--- config.mk ---
export PLATFORM = sky130hd
export DESIGN_NAME = baud_nco_gen
export DESIGN_NICKNAME = d
export VERILOG_FILES = /design/src/rtl/baud_nco_pkg.sv /design/src/rtl/baud_nco_dp.sv /design/src/rtl/baud_nco_ctl.sv /design/src/rtl/baud_nco_gen.sv
export SDC_FILE = /design/constraint.sdc
export NUM_CORES = 1
export LEC_CHECK = 0
export BUFFER_PORTS_ARGS = -buffer_cell sky130_fd_sc_hd__buf_2
export CORE_MARGIN = 2
export CORE_UTILIZATION = 60
export CTS_CLUSTER_DIAMETER = 100
export DETAILED_ROUTE_END_ITERATION = 12
export GPL_ROUTABILITY_DRIVEN = 0
export PLACE_DENSITY = 0.8
export SETUP_SLACK_MARGIN = 0.3
export SYNTH_ARGS = -nofsm -noshare
export SYNTH_HDL_FRONTEND = slang
export SYNTH_SLANG_ARGS = --single-unit
--- constraint.sdc ---
create_clock -name clk -period 5.1 [get_ports clk]
set_clock_uncertainty 0.15 [all_clocks]
set_input_delay 0.255 -clock clk [delete_from_list [all_inputs] [get_ports clk]]
set_output_delay 0.255 -clock clk [all_outputs]
set_load 0.1 [all_outputs]
--- src/rtl/baud_nco_pkg.sv ---
package baud_nco_pkg;
  // strobes from the character control to the datapath counter
  typedef struct packed {
    logic bitInc;
    logic bitClear;
  } nco_strobe_t;
endpackage

--- src/rtl/baud_nco_dp.sv ---
module baud_nco_dp
  import baud_nco_pkg::*;
#(
  parameter int ACC_W = 20,
  parameter int INC_W = 16,
  parameter int CNT_W = 4
) (
  input  logic             clk,
  input  logic             rstN,
  input  logic [INC_W-1:0] incr,
  input  nco_strobe_t      strobe,
  output logic             carryTick,
  output logic [CNT_W-1:0] bitCount
);
  localparam int SUM_W = ACC_W + 1;

  logic [ACC_W-1:0] phaseAcc;
  logic [SUM_W-1:0] phaseSum;

  assign phaseSum = {1'b0, phaseAcc} + SUM_W'(incr);

  always_ff @(posedge clk or negedge rstN) begin
    if (!rstN) begin
      phaseAcc  <= '0;
      carryTick <= 1'b0;
    end else begin
      phaseAcc  <= phaseSum[ACC_W-1:0];
      carryTick <= phaseSum[ACC_W];
    end
  end

  always_ff @(posedge clk or negedge rstN) begin
    if (!rstN) begin
      bitCount <= '0;
    end else if (strobe.bitClear) begin
      bitCount <= '0;
    end else if (strobe.bitInc) begin
      bitCount <= bitCount + CNT_W'(1);
    end
  end
endmodule

--- src/rtl/baud_nco_ctl.sv ---
module baud_nco_ctl
  import baud_nco_pkg::*;
#(
  parameter int BITS_PER_CHAR = 10,
  parameter int CNT_W = 4
) (
  input  logic             clk,
  input  logic             rstN,
  input  logic             txEnable,
  input  logic             carryTick,
  input  logic [CNT_W-1:0] bitCount,
  output nco_strobe_t      strobe,
  output logic             charDone
);
  logic lastBit;
  logic finishChar;

  assign lastBit    = (bitCount == CNT_W'(BITS_PER_CHAR - 1));
  assign finishChar = txEnable && carryTick && lastBit;

  always_comb begin
    strobe.bitClear = !txEnable || finishChar;
    strobe.bitInc   = txEnable && carryTick && !lastBit;
  end

  always_ff @(posedge clk or negedge rstN) begin
    if (!rstN) charDone <= 1'b0;
    else       charDone <= finishChar;
  end
endmodule

--- src/rtl/baud_nco_gen.sv ---
module baud_nco_gen
  import baud_nco_pkg::*;
#(
  parameter int ACC_W = 20,
  parameter int INC_W = 16,
  parameter int BITS_PER_CHAR = 10
) (
  input  logic             clk,
  input  logic             rstN,
  input  logic [INC_W-1:0] incr,
  input  logic             txEnable,
  output logic             baudTick,
  output logic             charDone
);
  localparam int CNT_W = $clog2(BITS_PER_CHAR);

  nco_strobe_t      strobe;
  logic [CNT_W-1:0] bitCount;

  baud_nco_dp #(.ACC_W(ACC_W), .INC_W(INC_W), .CNT_W(CNT_W)) u_dp (
    .clk(clk), .rstN(rstN), .incr(incr), .strobe(strobe),
    .carryTick(baudTick), .bitCount(bitCount)
  );

  baud_nco_ctl #(.BITS_PER_CHAR(BITS_PER_CHAR), .CNT_W(CNT_W)) u_ctl (
    .clk(clk), .rstN(rstN), .txEnable(txEnable), .carryTick(baudTick),
    .bitCount(bitCount), .strobe(strobe), .charDone(charDone)
  );
endmodule

# Word level (Yosys, flattened, before mapping)
# Cells that the tools add are included.
# totals
ff_bits	26
inputBits	19
output_inout_bits	2
elab_cells	16
# classes
n_addsub	2
n_eq_ne	1
mux	2
reduce_logical	7
# op_table
op	n
$add 20x16->21	1
$mux 4	2
$add 4x1->4 const B	1
$eq 4x4->1 const B	1
$logic_and 1x1->1	3
$logic_not 1->1	2
$reduce_bool 2->1	1
$logic_or 1x1->1	1

# Longest topological paths before layout
# Gate-level depths: netlist of the first run.
# depth
depth_word	5
depth_mapped	7

# Cells and area by module
# Synthesis of the first run repeated with hierarchy kept, for this count alone.
# hier_totals
cells_unflattened	167
hier_area_um2	1667.8
# modules_own_cells
mod	n_inst	cells_per_inst	area_per_inst_um2	seq_area_each_um2
baud_nco_dp	1	160	1609.0	625.6
baud_nco_ctl	1	7	58.8	25.0

# Least setup slack after synthesis of the first run
# Ideal clock, no wire load.
# synth_path
path_type	flip-flop to flip-flop
startpoint	register u_dp.phaseAcc[0]
endpoint	register u_dp.phaseAcc[14]
setup_ns	0.080
arrival_ns	2.017
required_ns	4.870
slack_ns	2.853
stages_incl_launch_ff	8
n_path_buf	0
cell_sequence	dfrtp_1 -> ha_1 -> fa_1 -> a211oi_1 -> o21ai_2 -> a211o_1 -> a221oi_2 -> xnor2_1
# synth_between
elab_chain_len	1
# synth_rtl
item	line_no	text
from (decl)	baud_nco_dp.sv:17	logic [ACC_W-1:0] phaseAcc;
from (signal assigned)	baud_nco_dp.sv:27	phaseAcc <= phaseSum[ACC_W-1:0];
$add 20x16->21	baud_nco_dp.sv:20	assign phaseSum = {1'b0, phaseAcc} + SUM_W'(incr);
net u_dp.phaseSum[14]	baud_nco_dp.sv:18	logic [SUM_W-1:0] phaseSum;
# The timed path passes the listed nets, and every way through them passes these cells.
# A chain may end at the register's enable or synchronous reset.

# Worst setup path in the final report of the first run
# layout_path
startpoint	input incr[0]
endpoint	register u_dp.phaseAcc[14]
# layout_between
elab_chain_len	1
# layout_rtl
item	line_no	text
from (decl)	baud_nco_gen.sv:10	input logic [INC_W-1:0] incr,
$add 20x16->21	baud_nco_dp.sv:20	
net u_dp.phaseSum[14]	baud_nco_dp.sv:18	
# The timed path passes the listed nets, and every way through them passes these cells.

==> results of run 1 <==
[final timing paths]
| path | from | end | cells past startpoint |
|---|---|---|---|
| max reg2reg | u_dp.phaseAcc[6] | u_dp.phaseAcc[15] | 6 |
| min in group asynchronous | rstN | u_dp.phaseAcc[13] | 2 |
| min | txEnable | u_dp.bitCount[2] | 3 |
| max in group asynchronous | rstN | u_dp.bitCount[0] | 2 |
| min reg2reg | u_dp.phaseAcc[0] | u_dp.phaseAcc[0] | 1 |
| max | incr[0] | u_dp.phaseAcc[14] | 9 |
[per-stage QoR]
stage,hold WS [ps],power (uW)
final,45.70,1202
after CTS,23.70,1196
after floorplan,-190.6,910.5
after global routing,33.89,1300
after global placement,133.4,1014
after detailed placement,139.3,1045
[worst max-delay path, stage by stage]
cell           delay [ps]
dlygate4sd3_1         530
buf_2                 120
ha_1                  230
fa_1                  430
a211oi_1              300
o21ai_2               160
a211o_1               290
a221oi_2              270
xnor2_1               140
[cells in the final DEF, fill, tap and decap left out, drive strengths merged, types with 3 or more instances in the layout]
master | Yosys | routed
o21ai | 14 | 14
a21boi | 3 | 3
xnor2 | 8 | 8
o21bai | 3 | 3
nand2 | 14 | 14
and3 | 3 | 3
a211oi | 3 | 3
clkbuf | 0 | 3
nand4 | 5 | 5
nand3 | 3 | 3
nor2b | 3 | 3
a21o | 5 | 5
a31oi | 4 | 4
xor2 | 9 | 9
inv | 4 | 4
buf | 5 | 20
a21oi | 16 | 16
dfrtp | 26 | 26
nor2 | 11 | 11
ha | 18 | 18
[layer usage]
layer / wire (um) / vias up
li1: - / 709
met3: 153 / 10
met2: 1710 / 47
met5: 0 / -
met4: 68 / 0
met1: 1609 / 667
[power groups by stage]
stage	clock (uW)	combinational (uW)	sequential, uW
floorplan	0	565	346
global placement	0	669	345
detailed placement	0	696	349
CTS	146	706	344
global route	154	792	355
finish	144	714	344
[cell families (layout without fill, tap and decap cells)]
kind of cell	after synthesis	count (layout)
compound gates	63	63
simple gates	42	42
flops	26	26
fa+ha+maj	19	19
xor+xnor	17	17
buf+inv	9	30
mux	2	2
[flip-flops by register name, indices dropped and copies added, names as in the netlist]
| register | flops |
|---|---|
| u_dp.phaseAcc | 20 |
| u_dp.bitCount | 4 |
| u_ctl.charDone | 1 |
| u_dp.carryTick | 1 |
[cell type report]
cell class              count  area [um^2]  area share
multi-input cells         143         1052      0.5454
clock inverters             1        30.03     0.01556
inverters                   4        15.01    0.007782
well taps                  31        38.79     0.02010
repair buffers             22        120.1     0.06226
clock buffers               3        22.52     0.01167
flip-flops and latches     26        650.6      0.3372
==> metrics.md, run 1 <==
| Metric | Value |
|---|---|
| Site row count | `19` |
| Antenna violations before repair | `0` |
| Layout Utilization | `0.6996` |
| GRT Max-Usage Layer | `met2` |
| FFs w/ async S/R, synth | `1.000` |
| Clk sinks | `26` |
| RSZ-0062 raised after global routing | `no` |
| P_sw | `roughly 530 uW` |
| F_max | `382.3 MHz` |
| CTS Root Cell | `clkbuf_4` |
| Fin Setup TNS | `0 ps` |
| Tot GR Track Use | `0.2348` |
| Mapped Cells | `between 150 and 200` |
| IO Pins | `21` |
| DP Cell Count | `224` |
| Grt met3 use | `0.02455` |
| Post-Synth Adder-Cell Area | `0.1402` |
| Worst-path fanout max | `5` |
| Pwr dens | `623.0 mW/mm^2` |
| # Max-Cap Violations | `0` |
| Global route overflow | `0` |
| Pre-CTS WS | `between 2000 and 3000 ps` |
| Cts hold-fix bufs | `2` |
| First-pass GRT wire length | `around 6.2 mm` |
| Number of inserted diodes | `0` |
| Seq pwr share | `0.286` |
| Die ar. | `0.003363 mm^2` |
| Initial Util | `0.6343` |
| Syn_nets | `216` |
| Simple-gate share of the synthesized area | `0.1152` |
| Yosys top cell area share | `0.3720` |
| Xor/xnor cell area share of the yosys netlist | `0.08512` |
| CTS Buf Count | `3` |
| H-tree Lvls | `1` |
| Seq/Total Area, Yosys | `0.3720` |
| Largest net degree at the start of global routing | `27` |
| Clock tree buffer depth | `2` |
| Post-DP Area | `0.001857 mm^2` |
| Synth warn | `0` |
| Lkg Pwr | `0.0008736 uW` |
| Met2 usage | `0.3977` |
| Worst path arrival time | `2740 ps` |
| Cell Count, Final, Fillers Out | `230` |
| Minimum clock period | `2615 ps` |
| DR iter-0 viols | `92` |
| Multiplexer share of the synthesized area | `0.01144` |
| Setup violations, final | `0` |
| Die Y | `a little under 60 um` |
| Worst Tran Pin Value | `566.6 ps` |
| WL/cell | `15.40 um` |
| Complex-gate fraction of the synthesized area | `0.2496` |
| Top post-synthesis cells by area | `dfrtp_1, ha_1, a21oi_1, xor2_1, xnor2_1` |
| Clock slew at reported path FFs | `160 ps` |
| Count of different cell masters after synthesis | `41` |
| # port buffers | `20` |
| Synth Cell Area | `0.001749 mm^2` |
| Flop2flop setup slack | `~2700 ps` |
| Die X | `58.00 um` |
| Core area | `0.002758 mm^2` |
| Skew-Pair Late Insertion Delay | `330 ps` |
| Final hold vios | `0` |
| Avg Cell Area, Syn | `9.827 um^2` |
| Top-count cell post-synth | `dfrtp_1` |
| CTS resizes | `0` |
| Switching Fraction | `0.4427` |
| Share of layout cells above drive strength 1 | `0.1558` |
| Critical Path RT | `5220 ps` |
| Peak supply drop | `0.4583 mV` |
| Synth Register Bits | `26` |
| CTS tree | `built` |
| Cell area after layout | `0.001929 mm^2` |
| M1 GR Usage | `0.3091` |
| Hpwl dp | `2.670 mm` |
| EDFF count, synth | `0` |
| Status | `finished, final reports clean` |
| CP Class | `input pin to register` |
| Slew Viols, Final | `0` |
| Vias in the first global route | `1442` |
| Layout Nets | `238` |
| Power share of the clock group | `0.120` |
| Dominant synthesized flop cell | `dfrtp_1` |
| DRC | `0` |
| Worst Setup End Kind | `register` |
| 1st-pass router iterations | `4` |
| Setup Fix Bufs, Post-CTS | `0` |
| Largest family of logic cells by synthesized area | `compound AO/OA/AOI/OAI gates` |
| Cell internal pwr | `669.9 uW` |
| Routed Wire Length | `3.542 mm` |
| Max transition margin | `0.6223` |
| Worst min-delay path category | `input pin to register` |
| Synth area leader | `dfrtp_1` |
| Antenna Nets Post-Route | `0` |
| Final Cycle Share | `0.5128` |
| Min setup slack post-route | `2485 ps` |
| CP Launch Type | `input pin` |
| Top cells by count, synth | `dfrtp_1, ha_1, a21oi_1` |
| DR vias | `between 1000 and 1500` |
| Number of vias per cell | `6.230` |
| Filler Cell Count | `about 210` |
| Area delta synth->final | `10.30%` |
| Comb pwr share | `0.594` |
Note: power is estimated with default switching activity, not from simulation.
==> run 2: changes to the inputs <==
--- a/config.mk
+++ b/config.mk
@@ -7,11 +7,11 @@
 export LEC_CHECK = 0
 export BUFFER_PORTS_ARGS = -buffer_cell sky130_fd_sc_hd__buf_2
 export CORE_MARGIN = 2
-export CORE_UTILIZATION = 60
+export CORE_UTILIZATION = 52
 export CTS_CLUSTER_DIAMETER = 100
 export DETAILED_ROUTE_END_ITERATION = 12
 export GPL_ROUTABILITY_DRIVEN = 0
-export PLACE_DENSITY = 0.8
+export PLACE_DENSITY = 0.73
 export SETUP_SLACK_MARGIN = 0.3
 export SYNTH_ARGS = -nofsm -noshare
 export SYNTH_HDL_FRONTEND = slang
==> constraint.sdc (replaced) <==
create_clock -name clk -period 2.28 [get_ports clk]
set_clock_uncertainty 0.15 [all_clocks]
set_input_delay 0.114 -clock clk [delete_from_list [all_inputs] [get_ports clk]]
set_output_delay 0.114 -clock clk [all_outputs]
set_load 0.1 [all_outputs]
==> run 2 against run 1 <==
Compared with the run above: hold slack got worse by 32 ps; via count increased by 6.9%; sequential power increased by 130%; first-iteration DRC count increased by 1.1%; combinational power increased to 3.2 times the previous value; sequential share of layout area decreased by 5.5 points; cell count increased by 13%; count of clock-buffer cells in the layout unchanged; final area increased by 19%; clock power increased by 140%; die area increased by 14%; power increased to 2.8 times the previous value; critical endpoint is now u_dp.phaseAcc[18]; largest cell class unchanged; largest power group unchanged.
==> metrics.md, run 2 (synthesis gave the netlist of run 1 again) <==
| Metric | Value |
|---|---|
| IO Pins | `21 (unchanged)` |
| Site row count | `21 (+2)` |
| Initial Util | `0.5326 (-0.1017)` |
| Switching Fraction | `0.4370 (-0.005704)` |
| Minimum clock period | `2184 ps` |
| First-pass GRT wire length | `5.940 mm (-3.5%)` |
| Clock tree buffer depth | `2 (unchanged)` |
| # Max-Cap Violations | `0 (unchanged)` |
| Cell internal pwr | `1924 uW (+190%)` |
| Share of layout cells above drive strength 1 | `0.3411 (+0.1853)` |
| Worst Tran Pin Value | `614.3 ps (+47.66 ps)` |
| P_sw | `1493 uW (+180%)` |
| Crit Reg-Reg Endpoint | `u_dp.phaseAcc[18]` |
| Tot Pwr | `3417 uW (+180%)` |
| Worst-path fanout max | `4 (-1)` |
| DR iter-0 viols | `93 (+1.1%)` |
| Final hold vios | `0 (unchanged)` |
| Clk sinks | `26 (unchanged)` |
| Global route overflow | `0 (unchanged)` |
| End of the worst hold path | `u_dp.phaseAcc[14]` |
| Comb pwr share | `0.665 (+0.071)` |
| Core area | `0.003284 mm^2 (+19%)` |
| F_max | `about 460 MHz` |
| CP Class | `register to register` |
| Reg2Reg Depth | `8 (+2)` |
| Hold_sp | `incr[14]` |
| CTS Root Cell | `clkbuf_4` |
| Layout Nets | `253 (+6.3%)` |
| Most frequent cells in the layout | `dfrtp_1, buf_2, nand2_1` |
| Worst Setup End Kind | `register` |
| Final Cycle Share | `0.9579` |
| Tot GR Track Use | `0.2096 (-0.02514)` |
| Critical Path Source | `u_dp.phaseAcc[0]` |
| Die Y | `62 um (+6.9%)` |
| Biggest register | `u_dp.phaseAcc` |
| Max transition margin | `0.5905 (-0.03177)` |
| Hold Path Stages | `3 (unchanged)` |
| RSZ-0062 raised after global routing | `yes` |
| Die X | `62 um (+6.9%)` |
| Max FFs per register | `20 (unchanged)` |
| Antenna Nets Post-Route | `0 (unchanged)` |
| Die ar. | `0.003844 mm^2 (+14%)` |
| Number of vias per cell | `5.892 (-5.4%)` |
| Commonest non-fill, non-tap cell in the layout | `dfrtp_1` |
| Critical Path RT | `2360 ps (-2860 ps)` |
| H-tree Lvls | `1 (unchanged)` |
| Worst r2r src | `u_dp.phaseAcc[0]` |
| 1st-pass router iterations | `4 (unchanged)` |
| WL/cell | `16.83 um (+9.3%)` |
| CP Launch Type | `register` |
| Worst path arrival time | `2270 ps (-470 ps)` |
| Flop2flop setup slack | `100 ps (-2600 ps)` |
| Lkg Pwr | `0.0009632 uW (+10%)` |
| CTS Buf Count | `3 (unchanged)` |
| # port buffers | `20 (unchanged)` |
| Largest net degree at the start of global routing | `27 (unchanged)` |
| Worst min-delay path category | `input pin to register` |
| Setup violations, final | `0 (unchanged)` |
| CTS tree | `built` |
| Pwr dens | `1483 mW/mm^2 (+140%)` |
| Peak supply drop | `0.9702 mV (+110%)` |
| Hpwl dp | `2.573 mm (-3.7%)` |
| Number of inserted diodes | `0 (unchanged)` |
| Skew-Pair Late Insertion Delay | `350 ps (+20 ps)` |
| Power share of the clock group | `0.099 (-0.021)` |
| Slew Viols, Final | `0 (unchanged)` |
| Largest registers | `u_dp.phaseAcc (20), u_dp.bitCount (4)` |
| Antenna violations before repair | `0 (unchanged)` |
| Clock slew at reported path FFs | `170 ps (about the same)` |
| Status | `finished, final reports clean` |
| Area delta synth->final | `31.76%` |
| DR vias | `1532 (+6.9%)` |
| DRC | `0 (unchanged)` |
| Layout Utilization | `0.7017 (+0.002077)` |
| Seq pwr share | `0.235 (-0.051)` |
| Vias in the first global route | `1365 (-5.3%)` |
| Routed Wire Length | `4.376 mm (+24%)` |
==> run 2: metal layers <==
metal  wire, um  up-vias  track usage
met3        170        8      0.03106
met5          0        -            0
met2       2221       47       0.3542
met1       1904      746       0.2739
li1           -      731            -
met4         79        0      0.06991
==> run 2: layout make-up <==
class | count | area, um^2
tap | 46 | 57.56
clock inverter | 1 | 30.03
sequential | 26 | 650.6
inverter | 4 | 15.01
timing repair buffer | 37 | 251.5
fill | 237 | 979.7
clock buffer | 3 | 22.52
multi-input combinational | 143 | 1277
==> run 2: how the worst max path moves through the flow <==
stage	to	slack (ps)	cells after the start
after floorplan	u_dp.phaseAcc[14]	170	7
after global placement	u_dp.phaseAcc[16]	90	7
after detailed placement	u_dp.phaseAcc[16]	40	7
after CTS	u_dp.phaseAcc[14]	70	7
after global routing	u_dp.phaseAcc[18]	-50	8
final	u_dp.phaseAcc[18]	100	8
==> run 2: metrics by stage <==
stage	hold slack [ps]	std cells	setup TNS (ps)	worst slack, ps	area [um^2]
after detailed placement	7.639	241	0	36.52	1907
final	13.68	260	0	96.01	2305
after CTS	28.82	256	0	71.79	2074
after global routing	10.37	260	-107.1	-49.55	2305
after global placement	-2.141	241	0	88.15	1907
after floorplan	-331.6	178	0	173.6	1765
==> run 2: critical path: stages (launching register included) <==
cell and delay [ps]:
dfrtp_1 430, ha_4 170, fa_2 340, a211oi_2 210, o21ai_2 120, buf_4 170
o211ai_1 220, a21boi_1 120, xor2_1 160
==> run 2: timing repair <==
| action | 4_1_cts | 5_1_grt |
|---|---|---|
| endpoints found under the hold margin | 33 | 2 |
| buffers inserted | 7 | 3 |
| pin swaps | 9 | 19 |
| setup endpoints to repair | 10 | 15 |
| resized for setup | 7 | 37 |
| hold buffers | 4 | 1 |
==> run 2: power by group through the flow <==
stage,clock network [uW],logic (uW),registers [uW]
2_1_floorplan,0,1290,775
3_3_place_gp,0,1550,774
3_5_place_dp,0,1580,783
4_1_cts,337,1760,778
5_1_grt,358,2460,824
6_report,339,2270,804
